**src/rtl/tune_pkg.sv**
```systemverilog
package tune_pkg;
  typedef struct packed {
    logic clk;
    logic dat;
    logic en;
  } bus_t;
  localparam int unsigned BUS_W = $bits(bus_t);
endpackage

```
**src/rtl/tune_sync.sv**
```systemverilog
module tune_sync #(
  parameter int unsigned WIDTH  = 3,
  parameter int unsigned STAGES = 2
) (
  input  logic             clk_i,
  input  logic             rst_ni,
  input  logic [WIDTH-1:0] d_i,
  output logic [WIDTH-1:0] q_o
);
  logic [WIDTH-1:0] stg_q [STAGES];

  for (genvar s = 0; s < STAGES; s++) begin : g_stage
    if (s == 0) begin : g_first
      always_ff @(posedge clk_i or negedge rst_ni)
        if (!rst_ni) stg_q[s] <= '0;
        else         stg_q[s] <= d_i;
    end else begin : g_next
      always_ff @(posedge clk_i or negedge rst_ni)
        if (!rst_ni) stg_q[s] <= '0;
        else         stg_q[s] <= stg_q[s-1];
    end
  end

  assign q_o = stg_q[STAGES-1];
endmodule

```
**src/rtl/tune_shift.sv**
```systemverilog
module tune_shift #(
  parameter int unsigned WORD_W = 19
) (
  input  logic              clk_i,
  input  logic              rst_ni,
  input  logic              bclk_s_i,
  input  logic              bdat_s_i,
  input  logic              ben_s_i,
  output logic [WORD_W-1:0] word_o
);
  logic              bclk_prev_q;
  logic [WORD_W-1:0] sh_q;
  logic              shift_en;

  assign shift_en = ben_s_i & bclk_s_i & ~bclk_prev_q;

  always_ff @(posedge clk_i or negedge rst_ni) begin
    if (!rst_ni) begin
      bclk_prev_q <= 1'b0;
      sh_q        <= '0;
    end else begin
      bclk_prev_q <= bclk_s_i;
      if (shift_en) sh_q <= {sh_q[WORD_W-2:0], bdat_s_i};
    end
  end

  assign word_o = sh_q;


  shift_gated_chk: assert property (@(posedge clk_i) disable iff (!rst_ni)
    !ben_s_i |=> $stable(sh_q));
endmodule

```
**src/rtl/tune_hold.sv**
```systemverilog
module tune_hold #(
  parameter int unsigned DIV_W  = 15,
  parameter int unsigned PORT_W = 4,
  localparam int unsigned WORD_W = DIV_W + PORT_W
) (
  input  logic              clk_i,
  input  logic              rst_ni,
  input  logic              load_i,
  input  logic              mode_short_i,
  input  logic [WORD_W-1:0] word_i,
  output logic [DIV_W-1:0]  divisor_o,
  output logic [PORT_W-1:0] port_o,
  output logic              strobe_o
);
  logic [DIV_W-1:0] div_next;

  always_comb begin
    if (mode_short_i) div_next = {1'b0, word_i[WORD_W-2:PORT_W]};
    else              div_next = word_i[WORD_W-1:PORT_W];
  end

  always_ff @(posedge clk_i or negedge rst_ni) begin
    if (!rst_ni) begin
      divisor_o <= '0;
      port_o    <= '0;
      strobe_o  <= 1'b0;
    end else begin
      strobe_o <= load_i;
      if (load_i) begin
        divisor_o <= div_next;
        port_o    <= word_i[PORT_W-1:0];
      end
    end
  end


  hold_stable_chk: assert property (@(posedge clk_i) disable iff (!rst_ni)
    !strobe_o |-> ($stable(divisor_o) && $stable(port_o)));

  short_msb_chk: assert property (@(posedge clk_i) disable iff (!rst_ni)
    (strobe_o && $past(mode_short_i)) |-> !divisor_o[DIV_W-1]);
endmodule

```
**src/rtl/tune_serial_loader.sv**
```systemverilog
module tune_serial_loader
  import tune_pkg::*;
#(
  parameter int unsigned DIV_W       = 15,
  parameter int unsigned PORT_W      = 4,
  parameter int unsigned SYNC_STAGES = 2,
  localparam int unsigned WORD_W     = DIV_W + PORT_W
) (
  input  logic              clk_i,
  input  logic              rst_ni,
  input  logic              bus_clk_i,
  input  logic              bus_dat_i,
  input  logic              bus_en_i,
  input  logic              mode_short_i,
  output logic [DIV_W-1:0]  divisor_o,
  output logic [PORT_W-1:0] port_o,
  output logic              load_strobe_o
);
  bus_t              bus_raw, bus_s;
  logic              en_prev_q;
  logic              en_fall;
  logic [WORD_W-1:0] word;

  assign bus_raw = '{clk: bus_clk_i, dat: bus_dat_i, en: bus_en_i};

  tune_sync #(.WIDTH(BUS_W), .STAGES(SYNC_STAGES)) u_sync (
    .clk_i  (clk_i),
    .rst_ni (rst_ni),
    .d_i    (bus_raw),
    .q_o    (bus_s)
  );

  tune_shift #(.WORD_W(WORD_W)) u_shift (
    .clk_i    (clk_i),
    .rst_ni   (rst_ni),
    .bclk_s_i (bus_s.clk),
    .bdat_s_i (bus_s.dat),
    .ben_s_i  (bus_s.en),
    .word_o   (word)
  );

  always_ff @(posedge clk_i or negedge rst_ni)
    if (!rst_ni) en_prev_q <= 1'b0;
    else         en_prev_q <= bus_s.en;

  assign en_fall = en_prev_q & ~bus_s.en;

  tune_hold #(.DIV_W(DIV_W), .PORT_W(PORT_W)) u_hold (
    .clk_i        (clk_i),
    .rst_ni       (rst_ni),
    .load_i       (en_fall),
    .mode_short_i (mode_short_i),
    .word_i       (word),
    .divisor_o    (divisor_o),
    .port_o       (port_o),
    .strobe_o     (load_strobe_o)
  );


  strobe_pulse_chk: assert property (@(posedge clk_i) disable iff (!rst_ni)
    load_strobe_o |=> !load_strobe_o);

  strobe_after_fall_chk: assert property (@(posedge clk_i) disable iff (!rst_ni)
    load_strobe_o |-> $past(en_prev_q));
endmodule

```
**config.mk**
```make
export PLATFORM = sky130hd
export DESIGN_NAME = tune_serial_loader
export DESIGN_NICKNAME = d
export VERILOG_FILES = /design/src/rtl/tune_pkg.sv /design/src/rtl/tune_sync.sv /design/src/rtl/tune_shift.sv /design/src/rtl/tune_hold.sv /design/src/rtl/tune_serial_loader.sv
export SDC_FILE = /design/constraint.sdc
export NUM_CORES = 1
export LEC_CHECK = 0
export ABC_AREA = 1
export BUFFER_PORTS_ARGS = -buffer_cell sky130_fd_sc_hd__buf_4
export CAP_MARGIN = 20
export CORE_MARGIN = 4
export CORE_UTILIZATION = 40
export CTS_CLUSTER_SIZE = 24
export DETAILED_ROUTE_END_ITERATION = 10
export HOLD_SLACK_MARGIN = 0.08
export SYNTH_ARGS = -nofsm -noshare
export SYNTH_HDL_FRONTEND = slang
export SYNTH_SLANG_ARGS = --single-unit
```
**constraint.sdc**
```tcl
create_clock -name clk_i -period 1.7 [get_ports clk_i]
set_input_delay 0.51 -clock clk_i [delete_from_list [all_inputs] [get_ports clk_i]]
set_output_delay 0.51 -clock clk_i [all_outputs]
set_load 0.02 [all_outputs]
```
==> results.cfg, run 1 <==
[run_status]
outcome = finished clean

[sta]
fin_crit_sh_pct = 80.18
worst_slew_pin_slew_ns = 0.5931
period_minus_slack_ns = 1.363
grt_setup_unrepaired = no
timing.fmax_mhz = 733.6
slew_viol_final = 0
holdWs_ns = 0.2123
finalSetupTns_ns = 0
final.setup.worst_slack_ns = 0.3369
finalHoldViolCount = 0
maxSlewHeadroom_pct = 60.42
finClkSkew_ns = 0.006520
setup_viol = 0

[critical_path]
rrSetupSlack_ns = 0.38
cp_slowest_cell = dfrtp_1
r2r-end = u_hold.divisor_o[0]$_DFFE_PN0P_
cp_num_buf_inv = 1
endpoint = port_o[3]
crit_family = flip-flops
crit_chain = buf_4
crit_required_ns = 1.19
crit_cells = 1
r2r_cells = 5
end_kind = output pin
arrival_ns = 0.85
timing.rr.start = u_sync.q_o[0]$_DFF_PN0_
path_max_fanout = 2
start_kind = flip-flop
crit_start = u_hold.port_o[3]$_DFFE_PN0P_
slowest_delay_ns = 0.40
criticalPathCategory = flip-flop to output pin

[clock_network]
hold_buffers = 0
cts_root_buf = clkbuf_8
htree_levels = 2
clk_pin_slew_ns = 0.08
numCtsBuffers = 5
clk_path_buf_depth = 2
cts_setup_buffers = 0
cts.sinks = 47
cts_tree = built
clkLatencyLatePin_ns = 0.29
ctsResizeCount = 0

[route]
ant_nets = 0
viasPerCell = 4.822
wl_per_cell_um = 12.74
dr.pass1.iters = 4
wl_met1_mm = 1.553
first_iter_violations = 96
vias = 1220
topRoutingLayerUsed = met4
dr_wl_met2_mm = 1.483
wirelength_mm = 3.223
wl_met3_um = 131
drc = 0

[global_routing]
antenna_found_initial = 0
grt_pass1_wl_mm = 5.561
grt_max_degree = 48
grt_pass1_vias = 1211
grt_overflow = 0
track_usage_pct = 13.20

[die]
num_rows = 23
start_util_pct = 42.81
die_h_um = 74.37
die_w_um = 74.37
core_area_um2 = 4115
dieArea_um2 = 5530
io_pins = 26

[hold_path]
hp-class = input port to asynchronous set/reset pin

[cells_and_area]
drive_gt1_share_pct = 17.24
diodes = 0
fillers = 383
fin_cells = 253
final_core_util_pct = 49.50
syn2layout_area_growth_pct = 15.62
multi_input_area_um2 = 493.0
final_area_um2 = 2037
layout.area.seq_um2 = 1176
fin_nets = 210

[logic_synthesis]
synth_area_um2 = 1762
synth_nets = 185
netlist_instances = 179
ys_warn_count = 0
synth_cell_types = 9
avgSynthCellArea_um2 = 9.842
ys_ff_latch = 47
ys_seq_area_share_pct = 66.76

[flow_run]
drv_cap = 0

[placement]
place_area_um2 = 1964
gp_congestion = 0.7383
dp_hpwl_mm = 2.011
io_buffers = 25
dp_cells = 247
pre_cts_slack_ns = 0.3611

[pwr]
total_power_mw = 2.184
leakagePower_nw = 1.152
vdd_drop_max_mv = 0.3888
power_density_nw_per_um2 = 1072
-- how the worst min path moves through the flow --
stage | start | end | slack [ns]
floorplan | rst_ni | en_prev_q$_DFF_PN0_ | 0.21
global placement | u_sync.stg_q[5]$_DFF_PN0_ | u_sync.q_o[2]$_DFF_PN0_ | 0.33
detailed placement | u_sync.stg_q[4]$_DFF_PN0_ | u_sync.q_o[1]$_DFF_PN0_ | 0.35
CTS | rst_ni | u_shift.bclk_prev_q$_DFF_PN0_ | 0.24
global route | rst_ni | u_hold.divisor_o[9]$_DFFE_PN0P_ | 0.27
finish | rst_ni | u_hold.divisor_o[8]$_DFFE_PN0P_ | 0.21
-- Yosys cell counts (all sizes together) --
cell type,number,area share [%]
buf,11,4.4
nand2,96,20
nand3,1,0.57
nor2,1,0.21
nand4,19,6.7
dfrtp,47,67
inv,4,0.85
-- registers in the layout (all words and copies together), names as in the netlist --
signal,cells
u_hold.divisor_o,15
u_sync.q_o,3
en_prev_q,1
u_hold.strobe_o,1
u_sync.stg_q,3
u_shift.word_o,19
u_shift.bclk_prev_q,1
u_hold.port_o,4
-- metal layers --
metal,up-vias,track usage [%]
li1,614,-
met1,576,16.51
met2,23,21.95
met3,7,2.838
met4,0,5.929
met5,-,0
-- cell usage in the layout, fill, tap and decap left out --
master,n
dfrtp_1,47
inv_1,4
buf_4,29
nand2_1,96
nand3_2,1
nor2_1,1
nand4_1,19
clkbuf_1,1
clkbuf_8,5
-- kinds of logic after synthesis --
group                  count (synthesis)  synth area share (%)
AND/OR/NAND/NOR                      117                 27.98
flip-flops                            47                 66.76
buffers and inverters                 15                 5.255
-- layout make-up --
class	count	share of cell area [%]
clock buffers	6	3.563
inverters	4	0.7371
multi-input cells	117	24.20
flip-flops and latches	47	57.74
well taps	50	3.071
repair buffers	29	10.69
-- power breakdown --
part           total [mW]  switching [mW]  internal (mW)
registers            1.29          0.0694           1.22
clock network       0.604           0.330          0.274
logic               0.291           0.179          0.112
No activity file was read; power rests on OpenSTA's default activity.
==> run 2: changes to the inputs <==
--- a/config.mk
+++ b/config.mk
@@ -5,7 +5,7 @@
 export SDC_FILE = /design/constraint.sdc
 export NUM_CORES = 1
 export LEC_CHECK = 0
-export ABC_AREA = 1
+export ABC_AREA = 0
 export BUFFER_PORTS_ARGS = -buffer_cell sky130_fd_sc_hd__buf_4
 export CAP_MARGIN = 20
 export CORE_MARGIN = 4
==> constraint.sdc (replaced) <==
create_clock -name clk_i -period 1.3 [get_ports clk_i]
set_input_delay 0.39 -clock clk_i [delete_from_list [all_inputs] [get_ports clk_i]]
set_output_delay 0.39 -clock clk_i [all_outputs]
set_load 0.02 [all_outputs]
==> run 2 against run 1 <==
Effect of this change:
- critical path depth stayed put
- final area is 1.4% higher
- sequential share of layout area down 0.77 points
- total power increased by 55%
- routed wire length is 26% lower
- global-route usage is 2.8 points lower
- core utilization up 1.4 points
- via count down 33%
- first-iteration DRC count decreased by 63%
- hold slack lost 0.015 ns
- non-clock buffer count up 1
- critical endpoint is now divisor_o[3]
- largest cell class unchanged
==> results.cfg, run 2 <==
[logic_synthesis]
synthFlopType = dfrtp_1
ys_seq_area_share_pct = 68.91
synthArstFlopShare_pct = 100.0
synth_nets = 99
ys_warn_count = 0
netlist_instances = 93
ys_ff_latch = 47
synth_cell_types = 11
synth_top_cell_area_share_pct = 68.91
synth_area_um2 = 1707
ys_top_cells_by_area = dfrtp_1 (69%), mux2_2 (18%), mux2_4 (8.8%)
yosys.cell_count.top_type = dfrtp_1
synth_top_cell_by_area = dfrtp_1
synth_edf_count = 0
netlist_top_cells_count = dfrtp_1 (47), mux2_2 (27), mux2_4 (10), buf_2 (2)
avgSynthCellArea_um2 = 18.35

[clock_network]
ctsResizeCount = 0
htree_levels = 2
cts_tree = built
cts.sinks = 47
cts_root_buf = clkbuf_8
clk_path_buf_depth = 2
clkLatencyLatePin_ns = 0.29
cts_setup_buffers = 0
clk_pin_slew_ns = 0.08
numCtsBuffers = 5

[cells_and_area]
diodes = 0
layout_commonest_cell = dfrtp_1
fin_nets = 132
mostFrequentLayoutCells = dfrtp_1 (47), mux2_2 (27), buf_4 (27)
drive_gt1_share_pct = 58.27
syn2layout_area_growth_pct = 20.97
largest_register_ffs = 19
fin_cells = 177

[placement]
pre_cts_slack_ns = 0.1338
gp_congestion = 0.6578
dp_cells = 168
dp_hpwl_mm = 1.662
io_buffers = 25

[critical_path]
slowest_delay_ns = 0.39
cp_slowest_cell = dfrtp_1
arrival_ns = 0.84
start_kind = flip-flop
r2r_cells = 3
crit_cells = 1
criticalPathCategory = flip-flop to output pin
crit_chain = buf_4
path_max_fanout = 2
crit_required_ns = 0.91
cp_num_buf_inv = 1
end_kind = output pin
crit_family = flip-flops

[sta]
worst_slew_pin_slew_ns = 0.2448
finalSetupTns_ns = 0
setup_viol = 0
timing.fmax_mhz = 811.1
maxSlewHeadroom_pct = 83.68
grt_setup_unrepaired = no
final.setup.worst_slack_ns = 0.06712
slew_viol_final = 0
fin_crit_sh_pct = 94.84
period_minus_slack_ns = 1.233
finalHoldViolCount = 0
finClkSkew_ns = 0.003970

[die]
num_rows = 23
die_w_um = 73.32
dieArea_um2 = 5376
io_pins = 26
core_area_um2 = 4058
start_util_pct = 42.06
die_h_um = 73.32

[pwr]
power_density_nw_per_um2 = 1637
leakagePower_nw = 1.075
vdd_drop_max_mv = 0.8811
total_power_mw = 3.380

[hold_path]
hold_depth = 1
hp-class = input port to flip-flop

[global_routing]
grt_pass1_vias = 830
grt_max_degree = 30
track_usage_pct = 10.35
grt_overflow = 0
antenna_found_initial = 0
grt_pass1_wl_mm = 4.043

[route]
wl_per_cell_um = 13.45
ant_nets = 0
wirelength_mm = 2.380
dr.pass1.iters = 2
first_iter_violations = 36
drc = 0
viasPerCell = 4.610
vias = 816

[flow_run]
drv_cap = 0

[run_status]
outcome = finished clean
[run 2: cell types whose count changed after synthesis, sizes merged]
| cell | change |
|---|---|
| nand4 | -19 |
| nor2 | -1 |
| nand3 | -1 |
| nand3b | +1 |
| nand2 | -96 |
| inv | -3 |
| buf | -7 |
| nor2b | +1 |
| mux2 | +38 |
| nand2b | +1 |
[run 2: repair_timing]
action,in CTS,in global routing
hold buffers,1,0
endpoints found under the setup margin,0,0
endpoints found under the hold margin,18,0
[run 2: area by class of cell]
cell class	count	area (um^2)
clock buffers	5	68.82
clock inverters	3	15.01
fillers	347	1993
inverters	1	3.754
multi-input cells	41	485.5
flip-flops and latches	47	1176
well taps	50	62.56
repair buffers	30	252.7
[run 2: through the flow]
step | util, % | instance area, um^2 | hold slack [ns]
4_1_cts | 50.88 | 2064 | 0.1832
6_report | 50.88 | 2064 | 0.1974
3_5_place_dp | 48.57 | 1971 | 0.2785
5_1_grt | 50.88 | 2064 | 0.1741
2_1_floorplan | - | 1707 | 0.09441
3_3_place_gp | 48.57 | 1971 | 0.2746
[run 2: logic make-up (layout without fill, tap and decap cells)]
| family | Yosys count | in the layout | share of synthesized area, % |
|---|---|---|---|
| and+or+nand+nor | 3 | 3 | 1.174 |
| muxes | 38 | 38 | 27.27 |
| buffers and inverters | 5 | 39 | 2.639 |
| DFF | 47 | 47 | 68.92 |
[run 2: worst paths after layout]
kind                                            startpoint                              to  slack [ns]
setup / recovery           u_hold.divisor_o[3]$_DFFE_PN0P_                    divisor_o[3]        0.07
hold / removal                                   bus_clk_i       u_sync.stg_q[5]$_DFF_PN0_        0.20
setup reg to reg                   u_sync.q_o[0]$_DFF_PN0_    u_hold.port_o[0]$_DFFE_PN0P_        0.13
hold reg to reg                  u_sync.stg_q[3]$_DFF_PN0_         u_sync.q_o[0]$_DFF_PN0_        0.35
max in group asynchronous                           rst_ni  u_shift.word_o[15]$_DFFE_PN0P_        0.38
min in group asynchronous                           rst_ni       u_sync.stg_q[5]$_DFF_PN0_        0.50
[run 2: per-layer routing]
layer  GRT usage (%)  routed length [um]  vias up
met5               0                   0        -
li1                -                   -      383
met1           13.29                1058      409
met2           15.00                1102       19
met4           4.829                  50        0
met3           4.651                 169        5
[run 2: report_power, final]
group	switching [mW]	internal (mW)
Clock	0.452	0.368
Sequential	0.150	1.71
Combinational	0.309	0.388
